==> src/rtl/dbg_evt_pkg.sv <==
// Package: shared constants for the debug event status register.
// Assumes status bits are numbered from 0 at the most significant end.
package dbg_evt_pkg;
    localparam int WORD_W  = 32;
    localparam int NUM_EVT = 3;

    // Status bit positions in MSB-0 numbering
    localparam int POS_IDE    = 0;
    localparam int POS_UDE    = 1;
    localparam int POS_MRR_HI = 2;
    localparam int POS_MRR_LO = 3;
    localparam int POS_ICMP   = 4;
    localparam int POS_BRT    = 5;

    // Event index to status position: 0 unconditional, 1 completion, 2 branch
    localparam int EVT_POS [NUM_EVT] = '{POS_UDE, POS_ICMP, POS_BRT};

    typedef enum logic [1:0] {
        RST_NONE = 2'b00,
        RST_CORE = 2'b01,
        RST_CHIP = 2'b10,
        RST_SYS  = 2'b11
    } rst_kind_e;

    // Convert an MSB-0 position to a vector index
    function automatic int msb0_idx(input int pos);
        return WORD_W - 1 - pos;
    endfunction
endpackage

==> src/rtl/dbg_sticky_bit.sv <==
// Module: one sticky status flag.
// A set pulse raises it and a clear lowers it; set beats clear, flush beats both.
// Assumes all inputs are synchronous to clk.
module dbg_sticky_bit (
    input  logic clk,
    input  logic rst_n,
    input  logic flush,
    input  logic set,
    input  logic clr,
    output logic q
);
    // Flag update with priority reset, flush, set, clear
    always_ff @(posedge clk) begin
        if (!rst_n)     q <= 1'b0;
        else if (flush) q <= 1'b0;
        else if (set)   q <= 1'b1;
        else if (clr)   q <= 1'b0;
    end
endmodule

==> src/rtl/dbg_rst_field.sv <==
// Module: most-recent-reset code field.
// A strobe loads the code; a clear mask zeroes individual bits.
// Assumes load and mask arrive in the same clock domain.
module dbg_rst_field
    import dbg_evt_pkg::*;
(
    input  logic       clk,
    input  logic       rst_n,
    input  logic       load,
    input  logic [1:0] code,
    input  logic [1:0] clr_mask,
    output logic [1:0] q
);
    rst_kind_e kind_q;

    // Field update: load has priority over the clear mask
    always_ff @(posedge clk) begin
        if (!rst_n)     kind_q <= RST_NONE;
        else if (load)  kind_q <= rst_kind_e'(code);
        else            kind_q <= rst_kind_e'(kind_q & ~clr_mask);
    end

    // Drive the raw code out
    assign q = kind_q;
endmodule

==> src/rtl/dbg_evt_status.sv <==
// Module: debug event status register, top level.
// Captures event pulses as sticky bits, flags events seen with debug
// disabled as imprecise, records the last reset kind, and clears by mask.
// Assumes event pulses last one cycle; reads are combinational.
module dbg_evt_status
    import dbg_evt_pkg::*;
(
    input  logic              clk,
    input  logic              rst_n,
    input  logic              dbg_en,
    input  logic              evt_uncond,
    input  logic              evt_icomp,
    input  logic              evt_branch,
    input  logic              rst_stb,
    input  logic [1:0]        rst_kind,
    input  logic              wr_en,
    input  logic [WORD_W-1:0] wr_mask,
    output logic [WORD_W-1:0] rd_data
);
    localparam int IDX_IDE    = msb0_idx(POS_IDE);
    localparam int IDX_MRR_HI = msb0_idx(POS_MRR_HI);
    localparam int IDX_MRR_LO = msb0_idx(POS_MRR_LO);

    logic [NUM_EVT-1:0] evt_vec;
    logic [NUM_EVT-1:0] evt_q;
    logic [WORD_W-1:0]  clr_vec;
    logic               imprecise_hit;
    logic               ide_q;
    logic [1:0]         mrr_q;

    // Gather event pulses and gate the clear mask by the write enable
    always_comb begin
        evt_vec       = {evt_branch, evt_icomp, evt_uncond};
        clr_vec       = wr_en ? wr_mask : '0;
        imprecise_hit = (|evt_vec) & ~dbg_en;
    end

    // One sticky cell per event type
    for (genvar g = 0; g < NUM_EVT; g++) begin : g_evt
        localparam int IDX = msb0_idx(EVT_POS[g]);
        dbg_sticky_bit u_bit (
            .clk   (clk),
            .rst_n (rst_n),
            .flush (rst_stb),
            .set   (evt_vec[g]),
            .clr   (clr_vec[IDX]),
            .q     (evt_q[g])
        );
    end

    dbg_sticky_bit u_ide (
        .clk   (clk),
        .rst_n (rst_n),
        .flush (rst_stb),
        .set   (imprecise_hit),
        .clr   (clr_vec[IDX_IDE]),
        .q     (ide_q)
    );

    dbg_rst_field u_mrr (
        .clk      (clk),
        .rst_n    (rst_n),
        .load     (rst_stb),
        .code     (rst_kind),
        .clr_mask ({clr_vec[IDX_MRR_HI], clr_vec[IDX_MRR_LO]}),
        .q        (mrr_q)
    );

    // Assemble the read word; unused positions stay 0
    always_comb begin
        rd_data             = '0;
        rd_data[IDX_IDE]    = ide_q;
        rd_data[IDX_MRR_HI] = mrr_q[1];
        rd_data[IDX_MRR_LO] = mrr_q[0];
        for (int i = 0; i < NUM_EVT; i++)
            rd_data[msb0_idx(EVT_POS[i])] = evt_q[i];
    end
endmodule

==> config.mk <==
export PLATFORM = sky130hd
export DESIGN_NAME = dbg_evt_status
export DESIGN_NICKNAME = d
export VERILOG_FILES = /design/src/rtl/dbg_evt_pkg.sv /design/src/rtl/dbg_sticky_bit.sv /design/src/rtl/dbg_rst_field.sv /design/src/rtl/dbg_evt_status.sv
export SDC_FILE = /design/constraint.sdc
export NUM_CORES = 1
export LEC_CHECK = 0
export BUFFER_PORTS_ARGS = -buffer_cell sky130_fd_sc_hd__clkbuf_2
export CAP_MARGIN = 40
export CORE_UTILIZATION = 28
export DETAILED_ROUTE_END_ITERATION = 16
export HOLD_SLACK_MARGIN = 0.15
export PLACE_DENSITY_LB_ADDON = 0.3
export SYNTH_ARGS = -nofsm -noshare
export SYNTH_HDL_FRONTEND = slang
export SYNTH_SLANG_ARGS = --single-unit
==> constraint.sdc <==
create_clock -name clk -period 0.8 [get_ports clk]
set_input_delay 0.16 -clock clk [delete_from_list [all_inputs] [get_ports clk]]
set_output_delay 0.16 -clock clk [all_outputs]
set_load 0.02 [all_outputs]
==> out/qor.csv, run 1 <==
metric;value;unit
run status;complete, but fails checks;
post-route ant nets;0;
Routed WL;763;um
fraction of registers with async set/reset;0;
GRT Total Usage;0.0892;
busiest grt layer;met2;
Core Util, Final;0.378;
RR Endpoint;u_mrr.q[0];
Die Area;1870;um^2
YS warnings;0;
drc violations;0;
CTS Buf Count;3;
count of final hold-check violations;0;
Synth top area share;0.472;
first-pass GRT wire length;1160;um
Max clock buf depth;2;
post-synth cell types;13;
post-DR wirelength/cell;7.95;um
Worst Path Required;0.64;ns
crit-path max FO;2;
GPL Wtd Cong;0.642;
Worst Path Buf+Inv;1;
hold depth;3;
R2R cell count;2;
Die Wd;43.3;um
unrepaired setup endpoints after global routing;true;
Critical Setup Path Class;reg2out;
total number of vias;361;
GR Util met2;0.143;
worst-path cell chain;buf_8;
GR Util met1;0.0846;
postcts setup bufs;0;
row count;14;
cell family with most CP delay;flip-flops;
n_diodes;0;
failing checks;negative setup slack;
CP max-delay cell;dfxtp_2;
Root Buffer;clkbuf_4;
Cells after Synth;59;
GRT met3 Usage;0.0809;
Initial DRT Pass Iterations;1;
final net count;124;
share of layout cells above drive strength 1;0.413;
cells taking the most area after synthesis;buf_4 (47%), dfxtp_1 (25%), nand2_1 (5.5%);
Critical R2R Launch;u_mrr.q[0];
mean post-synth cell area;8.08;um^2
CP max stage delay;0.34;ns
htree depth;1;
vias in the first global route;294;
core area;1540;um^2
min-delay src;evt_branch;
period utilization;1.07;
Via density;3.76;
largest net degree at the start of global routing;7;
Post-Syn Area;477;um^2
most common cell in the netlist;buf_4;
hold endpoint;g_evt[2].u_bit.q;
DR iter-0 viols;0;
max-slew violations;0;
cell taking the most area after synthesis;buf_4;
initial antenna violation count;0;
Initial Util;0.309;
I/O Pins;74;
R2R Setup Slk;0.17;ns
Area Overhead vs Synth;22.3;%
dpl cells;91;
arrival time worst endpoint;0.70;ns
predominant post-synthesis flop cell;dfxtp_1;
Fillers;166;
synth cell count leaders;buf_4 (30), nand2_1 (7), dfxtp_1 (6), a21oi_1 (3), nor2_1 (3);
max-cap viol count;0;
clk_skew;0;ns
Overflow after GRT;0;
clk slew on worst S/H paths;0.05;ns
Tightest Hold Check Type;in2reg;
IO buf count;21;
Die H;43.3;um
final worst slack;-0.0565;ns
Post-synth EDFFs;0;
fin crit period;0.857;ns
top achievable clock speed;1.17;GHz
Seq/Total Area, Yosys;0.252;
worst hold margin;0.143;ns
# clock sinks;6;
setup violators final;6;
clk_lat worst skew;0.24;ns
#FFs+latches synth;6;
TritonCTS clock tree;done;
DPL Wire Length;609;um
setup_tns;-0.295;ns
CP Launch Type;flip-flop;
Final Non-Filler Cells;96;
Max VDD drop;0.000842;V
PwrDens;1500;nW/um^2
Worst Setup End Kind;primary output;
static leakage;0.328;nW
-- worst max-delay path by stage --
stage / cells after the start / to / startpoint / slack [ns]
4_1_cts: 1 / rd_data[28] / u_mrr.q[0] / -0.08
5_1_grt: 1 / rd_data[28] / u_mrr.q[0] / -0.08
3_5_place_dp: 4 / u_ide.q / evt_uncond / -0.01
2_1_floorplan: 2 / u_mrr.q[0] / u_mrr.q[0] / 0.11
6_report: 1 / rd_data[28] / u_mrr.q[0] / -0.06
3_3_place_gp: 4 / u_ide.q / evt_uncond / -0.02
-- placed cells by master, fill, tap and decap left out --
| master | instances |
|---|---|
| nand2_1 | 7 |
| dlymetal6s4s_1 | 1 |
| a21o_1 | 1 |
| buf_8 | 6 |
| nor2_1 | 3 |
| dfxtp_2 | 6 |
| nor3_2 | 1 |
| a21boi_1 | 2 |
| conb_1 | 26 |
| dlygate4sd3_1 | 1 |
| nand2b_4 | 1 |
| a21oi_1 | 3 |
| clkbuf_2 | 15 |
| nor3_1 | 1 |
| clkbuf_4 | 3 |
| nand3b_1 | 2 |
| a21oi_2 | 1 |
-- repair_timing --
item / CTS / global route
cloned: 0 / 0
pin swaps: 0 / 2
resized for setup: 18 / 7
setup endpoints to repair: 6 / 8
endpoints found under the hold margin: 4 / 0
hold buffers: 2 / 0
-- layout make-up --
cell class | instances | area, um^2 | share of cell area
multi-input cells | 48 | 225 | 0.386
repair buffers | 23 | 188 | 0.322
flip-flops and latches | 6 | 128 | 0.219
clock buffers | 3 | 22.5 | 0.0386
well taps | 16 | 20.0 | 0.0343
-- per-stage QoR --
step	instance area [um^2]	worst slack, ns	total power (W)
final	583	-0.0565	0.000877
after global routing	583	-0.0822	0.000924
after CTS	573	-0.0811	0.000875
after detailed placement	470	-0.0140	0.000554
after global placement	470	-0.0185	0.000553
after floorplan	571	0.114	0.000598
-- cells by family (layout without fill, tap and decap cells) --
kind of cell           Yosys count  after routing  synth area share
AO/OA/AOI/OAI                    7              7            0.0971
buffers and inverters           30             26             0.472
flip-flops                       6              6             0.252
other                            1             26           0.00787
AND/OR/NAND/NOR                 15             15             0.171
-- metal layers --
| metal | part of all wire | wire length, um | up-vias |
|---|---|---|---|
| li1 | - | - | 175 |
| met4 | 0 | 0 | 0 |
| met1 | 0.35 | 265 | 156 |
| met3 | 0.15 | 114 | 0 |
| met5 | 0 | 0 | - |
| met2 | 0.50 | 384 | 30 |
-- sequential cells by signal, summed over array words and instances, names as in the netlist --
signal / count
u_ide.q: 1
g_evt.u_bit.q: 3
u_mrr.q: 2
-- worst register-to-register path: cells and delay by family (launching register included) --
kind               cells  cell delay (ns)
AOI/OAI and AO/OA      1             0.13
DFF                    1             0.34
and+or+nand+nor        1             0.08
-- power breakdown --
part	internal, W	total, W	switching, W
registers	0.000318	0.000331	0.0000126
clock network	0.000170	0.000283	0.000113
logic	0.0000915	0.000263	0.000171
total	0.000580	0.000877	0.000297
Note: power is estimated with default switching activity, not from simulation.
==> inputs of run 2 (changes only) <==
- ABC_AREA: not set -> 1
- CORE_UTILIZATION: 28 -> 27
==> run 2 against run 1 <==
Non-clock buffer count stayed put. The run still ends with negative setup slack left. Sequential cell count stayed put. Largest cell class unchanged. Die area is 0.16% higher. Critical path depth stayed put. Synthesized cell count is 8.5% higher. Area after synthesis is 3.4% lower. Highest routed layer unchanged.
==> out/qor.csv, run 2 <==
metric;value;unit;change
clk_skew;0;ns;unchanged
Psw;0.000294;W;-1.1%
DR iter-0 viols;2;;+2
Die Wd;43.3;um;about the same
Final Cell Area;559;um^2;-4.1%
commonest non-fill, non-tap cell in the layout;conb_1;;
Initial DRT Pass Iterations;4;;+3
hold depth;3;;unchanged
arrival time worst endpoint;0.69;ns;about the same
clk slew on worst S/H paths;0.05;ns;about the same
Gate power share;0.299;;about the same
first-pass GRT wire length;1120;um;-3.0%
share of layout cells above drive strength 1;0.376;;-0.0360
largest family of logic cells by synthesized area;buffers and inverters;;
Critical Setup Path Class;reg2out;;
CP max stage delay;0.34;ns;about the same
fin crit period;0.850;ns;-0.00621 ns
R2R Setup Slk;0.07;ns;-0.10 ns
setup_tns;-0.262;ns;+0.0334 ns
row count;14;;unchanged
Max VDD drop;0.000804;V;-4.5%
Cells after Synth;64;;+8.5%
core area;1540;um^2;unchanged
DPL Wire Length;630;um;+3.5%
Worst Path Required;0.64;ns;about the same
final net count;129;;+4.0%
clk_lat worst skew;0.24;ns;about the same
setup violators final;6;;unchanged
Clk pwr share;0.318;;-0.004
RR Endpoint;g_evt[1].u_bit.q;;
count of final hold-check violations;0;;unchanged
Post-Synth XOR/XNOR Area;0;;unchanged
Overflow after GRT;0;;unchanged
synth cell count leaders;buf_4 (30), nand2_1 (11), a21oi_1 (6), dfxtp_1 (6), nor2_1 (5);;
final worst slack;-0.0503;ns;+0.00621 ns
GPL Wtd Cong;0.622;;-3.2%
cell taking the most area after synthesis;buf_4;;
Area Overhead vs Synth;21.5;%;
Via density;3.54;;-5.7%
worst-path cell chain;buf_8;;
Routed WL;757;um;-0.79%
I/O Pins;74;;unchanged
Largest register FFs;3;;unchanged
CTS Buf Count;3;;unchanged
Post-synth EDFFs;0;;unchanged
GRT Total Usage;0.0856;;-0.00354
failing checks;negative setup slack;;
crit-path max FO;2;;unchanged
CP max-delay cell;dfxtp_2;;
post-route ant nets;0;;unchanged
htree depth;1;;unchanged
cell family with most CP delay;flip-flops;;
Post-Syn Area;460;um^2;-3.4%
Tightest Hold Check Type;in2reg;;
total number of vias;358;;-0.83%
min-delay src;evt_icomp;;
commonest cells after routing, fill and taps aside;conb_1 (26), clkbuf_2 (15), nand2_1 (11);;
Seq/Total Area, Yosys;0.261;;+0.00890
Worst Setup End Kind;primary output;;
largest net degree at the start of global routing;7;;unchanged
Max clock buf depth;2;;unchanged
CP Launch Type;flip-flop;;
#FFs+latches synth;6;;unchanged
P_int;0.000576;W;-0.59%
# clock sinks;6;;unchanged
simple-gate share of the synthesized area;0.130;;-0.0402
Switching Share;0.337;;-0.00105
Synth Area in Compound Gates;0.0870;;-0.0102
R2R cell count;3;;+1
n_diodes;0;;unchanged
# hold bufs at CTS;0;;-2
Initial Util;0.299;;-0.0106
IO buf count;21;;unchanged
run status;complete, but fails checks;;
max-cap viol count;0;;unchanged
hold endpoint;g_evt[1].u_bit.q;;
initial antenna violation count;0;;unchanged
area of placed instances;454;um^2;-3.5%
YS warnings;0;;unchanged
post-synth cell types;8;;-5
biggest regs;g_evt.u_bit.q (3), u_mrr.q (2), u_ide.q (1);;
period utilization;1.06;;-0.00776
predominant post-synthesis flop cell;dfxtp_1;;
TritonCTS clock tree;done;;
max-slew violations;0;;unchanged
Die Area;1870;um^2;+0.16%
drc violations;0;;unchanged
Critical R2R Launch;g_evt[1].u_bit.q;;
static leakage;0.325;nW;-1.1%
Post-Synth Adder-Cell Area;0;;unchanged
top achievable clock speed;1.18;GHz;+0.73%
post-DR wirelength/cell;7.50;um;-5.7%
Root Buffer;clkbuf_4;;
Biggest register;g_evt.u_bit.q;;
Worst Path Buf+Inv;1;;unchanged
most common cell in the netlist;buf_4;;
Die H;43.3;um;about the same
unrepaired setup endpoints after global routing;true;;
total power after layout;0.000870;W;-0.75%
cells taking the most area after synthesis;buf_4 (49%), dfxtp_1 (26%), nand2_1 (9.0%);;
Seq pwr share;0.383;;+0.005
mux contribution to synthesized area;0;;unchanged
vias in the first global route;291;;-1.0%
mean post-synth cell area;7.19;um^2;-11%
Synth top area share;0.489;;+0.0167
PwrDens;1560;nW/um^2;+3.5%
fraction of registers with async set/reset;0;;unchanged
run 2: cell count changes in the layout (fill, tap and decap cells not counted), sizes merged, moves of 2 or more:
cell	previous run	this run
nand2	7	11
inv	0	3
a21boi	2	0
a21oi	4	6
buf	6	8
nand3b	2	0
nor2	3	5
nor3	2	0
o21ai	0	2
run 2: area by class of cell:
type	count	area, um^2
fill	181	982
sequential	6	128
multi-input combinational	50	198
tap	16	20.0
inverter	3	11.3
timing repair buffer	23	180
clock buffer	3	22.5
run 2: how the worst max path moves through the flow:
stage,from,endpoint,slack [ns],cells past startpoint
after floorplan,u_mrr.q[0],u_mrr.q[0],0.14,2
after global placement,wr_en,u_mrr.q[0],0.11,4
after detailed placement,wr_en,g_evt[0].u_bit.q,0.11,4
after CTS,g_evt[2].u_bit.q,rd_data[26],-0.07,1
after global routing,u_mrr.q[0],rd_data[28],-0.1,1
final,u_mrr.q[0],rd_data[28],-0.05,1
run 2: repair_timing:
item | in CTS | in global routing
gates resized for setup | 18 | 6
pin swaps | 0 | 0
setup endpoints to repair | 6 | 6
buffers inserted | 2 | 0
run 2: logic make-up after synthesis:
family | Yosys count
buffers and inverters | 33
AND/OR/NAND/NOR | 16
AO/OA/AOI/OAI | 8
flip-flops | 6
other | 1
run 2: worst register-to-register path, delay by kind of cell, from the launching register on:
family | cells | cell delay (ns)
compound gates | 1 | 0.13
buf+inv | 1 | 0.12
flops | 1 | 0.32
simple gates | 1 | 0.05
run 2: per-stage QoR:
stage,hold WS (ns),worst slack (ns),cells,util
6_report,0.156,-0.0503,101,0.363
5_1_grt,0.168,-0.0972,101,0.363
4_1_cts,0.154,-0.0746,101,0.358
3_5_place_dp,0.401,0.113,96,0.295
3_3_place_gp,0.389,0.114,96,0.295
2_1_floorplan,0.277,0.138,89,-
run 2: power by group through the flow:
stage | registers (W) | logic (W) | clock network, W
2_1_floorplan | 0.000337 | 0.000262 | 0
3_5_place_dp | 0.000329 | 0.000223 | 0
3_3_place_gp | 0.000329 | 0.000221 | 0
5_1_grt | 0.000335 | 0.000282 | 0.000322
4_1_cts | 0.000329 | 0.000253 | 0.000290
6_report | 0.000333 | 0.000260 | 0.000277
run 2: metal layers:
layer,track usage,share of wire,vias up
li1,-,-,183
met1,0.0691,0.30,152
met2,0.152,0.59,23
met3,0.0638,0.11,0
met4,0.0364,0,0
met5,0,0,-
==> inputs of run 3 (changes only) <==
- CELL_PAD_IN_SITES_DETAIL_PLACEMENT: not set -> 2
- CELL_PAD_IN_SITES_GLOBAL_PLACEMENT: not set -> 2
- CORE_ASPECT_RATIO: not set -> 1.1
- CORE_UTILIZATION: 27 -> 11
==> run 3 against run 2 <==
Sequential share of layout area fell by 1.8 points. Die area rose by 140%. Critical path depth did not move. Final cell count rose by 34%. Global-route usage fell by 3.5 points. Combinational power barely moved. First-iteration DRC count rose to 3.0 times the previous value. Via count rose by 3.4%. Hold slack improved by 0.014 ns. Cell area rose by 8.7%. The flow still finishes with violations (negative setup slack). Critical path type unchanged.
==> out/qor.csv, run 3 (synthesis gave the netlist of run 2 again) <==
metric;value;unit;change
run status;complete, but fails checks;;
failing checks;negative setup slack;;
IO buf count;21;;unchanged
GRT Total Usage;0.0510;;-0.0346
R2R Setup Slk;0.17;ns;+0.10 ns
area of placed instances;499;um^2;+9.9%
clk_skew;0;ns;unchanged
Overflow after GRT;0;;unchanged
clk slew on worst S/H paths;0.04;ns;about the same
Max clock buf depth;2;;unchanged
Critical R2R Launch;u_mrr.q[0];;
count of final hold-check violations;0;;unchanged
worst-path cell chain;buf_8;;
static leakage;0.322;nW;-0.86%
Root Buffer;clkbuf_8;;
fin crit period;0.835;ns;-0.0151 ns
hold depth;3;;unchanged
post-DR wirelength/cell;7.64;um;+2.0%
Initial Util;0.115;;-0.183
CP max stage delay;0.34;ns;about the same
Biggest register;g_evt.u_bit.q;;
hold endpoint;g_evt[0].u_bit.q;;
n_diodes;0;;unchanged
DR iter-0 viols;6;;+4
PwrDens;1720;nW/um^2;+10%
period utilization;1.04;;-0.0189
Tightest Hold Check Type;in2reg;;
Max VDD drop;0.000256;V;-68%
setup_tns;-0.146;ns;+0.116 ns
final net count;127;;-1.6%
min-delay src;evt_uncond;;
share of layout cells above drive strength 1;0.361;;-0.0150
CTS Buf Count;3;;unchanged
vias in the first global route;378;;+30%
# clock sinks;6;;unchanged
commonest non-fill, non-tap cell in the layout;conb_1;;
Worst Path Buf+Inv;1;;unchanged
Critical Setup Path Class;reg2out;;
cell family with most CP delay;flip-flops;;
drc violations;0;;unchanged
Die H;69.9;um;+61%
initial antenna violation count;0;;unchanged
GPL Wtd Cong;0.607;;-2.4%
CP Launch Type;flip-flop;;
post-route ant nets;0;;unchanged
R2R cell count;2;;-1
clk_lat worst skew;0.22;ns;-0.02 ns
Worst Path Required;0.64;ns;about the same
row count;24;;+10
arrival time worst endpoint;0.68;ns;about the same
htree depth;1;;unchanged
CP max-delay cell;dfxtp_2;;
first-pass GRT wire length;1680;um;+49%
biggest regs;g_evt.u_bit.q (3), u_mrr.q (2), u_ide.q (1);;
Via density;2.74;;-23%
commonest cells after routing, fill and taps aside;conb_1 (26), clkbuf_2 (15), nand2_1 (11);;
total number of vias;370;;+3.4%
Routed WL;1030;um;+36%
crit-path max FO;2;;unchanged
Initial DRT Pass Iterations;2;;-2
max-slew violations;0;;unchanged
top achievable clock speed;1.20;GHz;+1.8%
# hold bufs at CTS;0;;unchanged
max-cap viol count;0;;unchanged
TritonCTS clock tree;done;;
Die Wd;63.7;um;+47%
largest net degree at the start of global routing;7;;unchanged
final worst slack;-0.0352;ns;+0.0151 ns
core area;3990;um^2;+160%
Largest register FFs;3;;unchanged
Area Overhead vs Synth;32.1;%;
setup violators final;6;;unchanged
Die Area;4450;um^2;+140%
Core Util, Final;0.152;;-0.211
I/O Pins;74;;unchanged
unrepaired setup endpoints after global routing;true;;
RR Endpoint;u_mrr.q[0];;
Final Cell Area;608;um^2;+8.7%
postcts setup bufs;0;;-2
Worst Setup End Kind;primary output;;
-- run 3: cell types whose count changed in the layout (fill, tap and decap cells not counted), sizes merged --
cell  delta
buf      -2
-- run 3: layer usage --
| metal | wire length [um] | vias up | track usage | part of all wire |
|---|---|---|---|---|
| li1 | - | 178 | - | - |
| met1 | 329 | 166 | 0.0437 | 0.32 |
| met2 | 611 | 24 | 0.0934 | 0.59 |
| met3 | 79 | 2 | 0.0196 | 0.077 |
| met4 | 11 | 0 | 0.0379 | 0.011 |
| met5 | 0 | - | 0 | 0 |
-- run 3: timing repair --
| action | 4_1_cts | 5_1_grt |
|---|---|---|
| endpoints found under the setup margin | 6 | 6 |
| pin swaps | 0 | 0 |
| gates resized for setup | 18 | 6 |
| gates cloned | 0 | 0 |
-- run 3: power by group --
group          total (W)  leakage (nW)  switching, W  internal (W)
logic           0.000257         0.249      0.000175     0.0000819
registers       0.000335        0.0516     0.0000143      0.000321
clock network   0.000452        0.0216      0.000128      0.000323
-- run 3: final cells by class --
cell class,instances,area [um^2]
Tap cell,52,65.1
Fill cell,505,3390
Sequential cell,6,128
Clock buffer,3,41.3
Timing Repair Buffer,21,165
Inverter,3,11.3
Multi-Input combinational cell,50,198
-- run 3: worst reg2reg max path, cell delays in order, from the launching register on --
cell,delay [ns]
dfxtp_2,0.32
a21oi_1,0.14
nor2_1,0.05
-- run 3: worst max-delay path by stage --
stage	start	endpoint	slack (ns)	cells after the start
2_1_floorplan	u_mrr.q[0]	u_mrr.q[0]	0.14	2
4_1_cts	g_evt[2].u_bit.q	rd_data[26]	-0.05	1
5_1_grt	u_mrr.q[0]	rd_data[28]	-0.06	1
3_3_place_gp	wr_en	u_mrr.q[0]	0.10	4
6_report	g_evt[2].u_bit.q	rd_data[26]	-0.04	1
3_5_place_dp	rst_stb	g_evt[2].u_bit.q	0.11	4
-- run 3: per-stage QoR --
stage | power [W] | setup slack, ns | hold slack, ns | cells
detailed placement | 0.000557 | 0.108 | 0.406 | 132
floorplan | 0.000599 | 0.138 | 0.277 | 89
global placement | 0.000555 | 0.103 | 0.395 | 132
finish | 0.00104 | -0.0352 | 0.170 | 135
global route | 0.00111 | -0.0609 | 0.190 | 135
CTS | 0.00105 | -0.0549 | 0.178 | 135
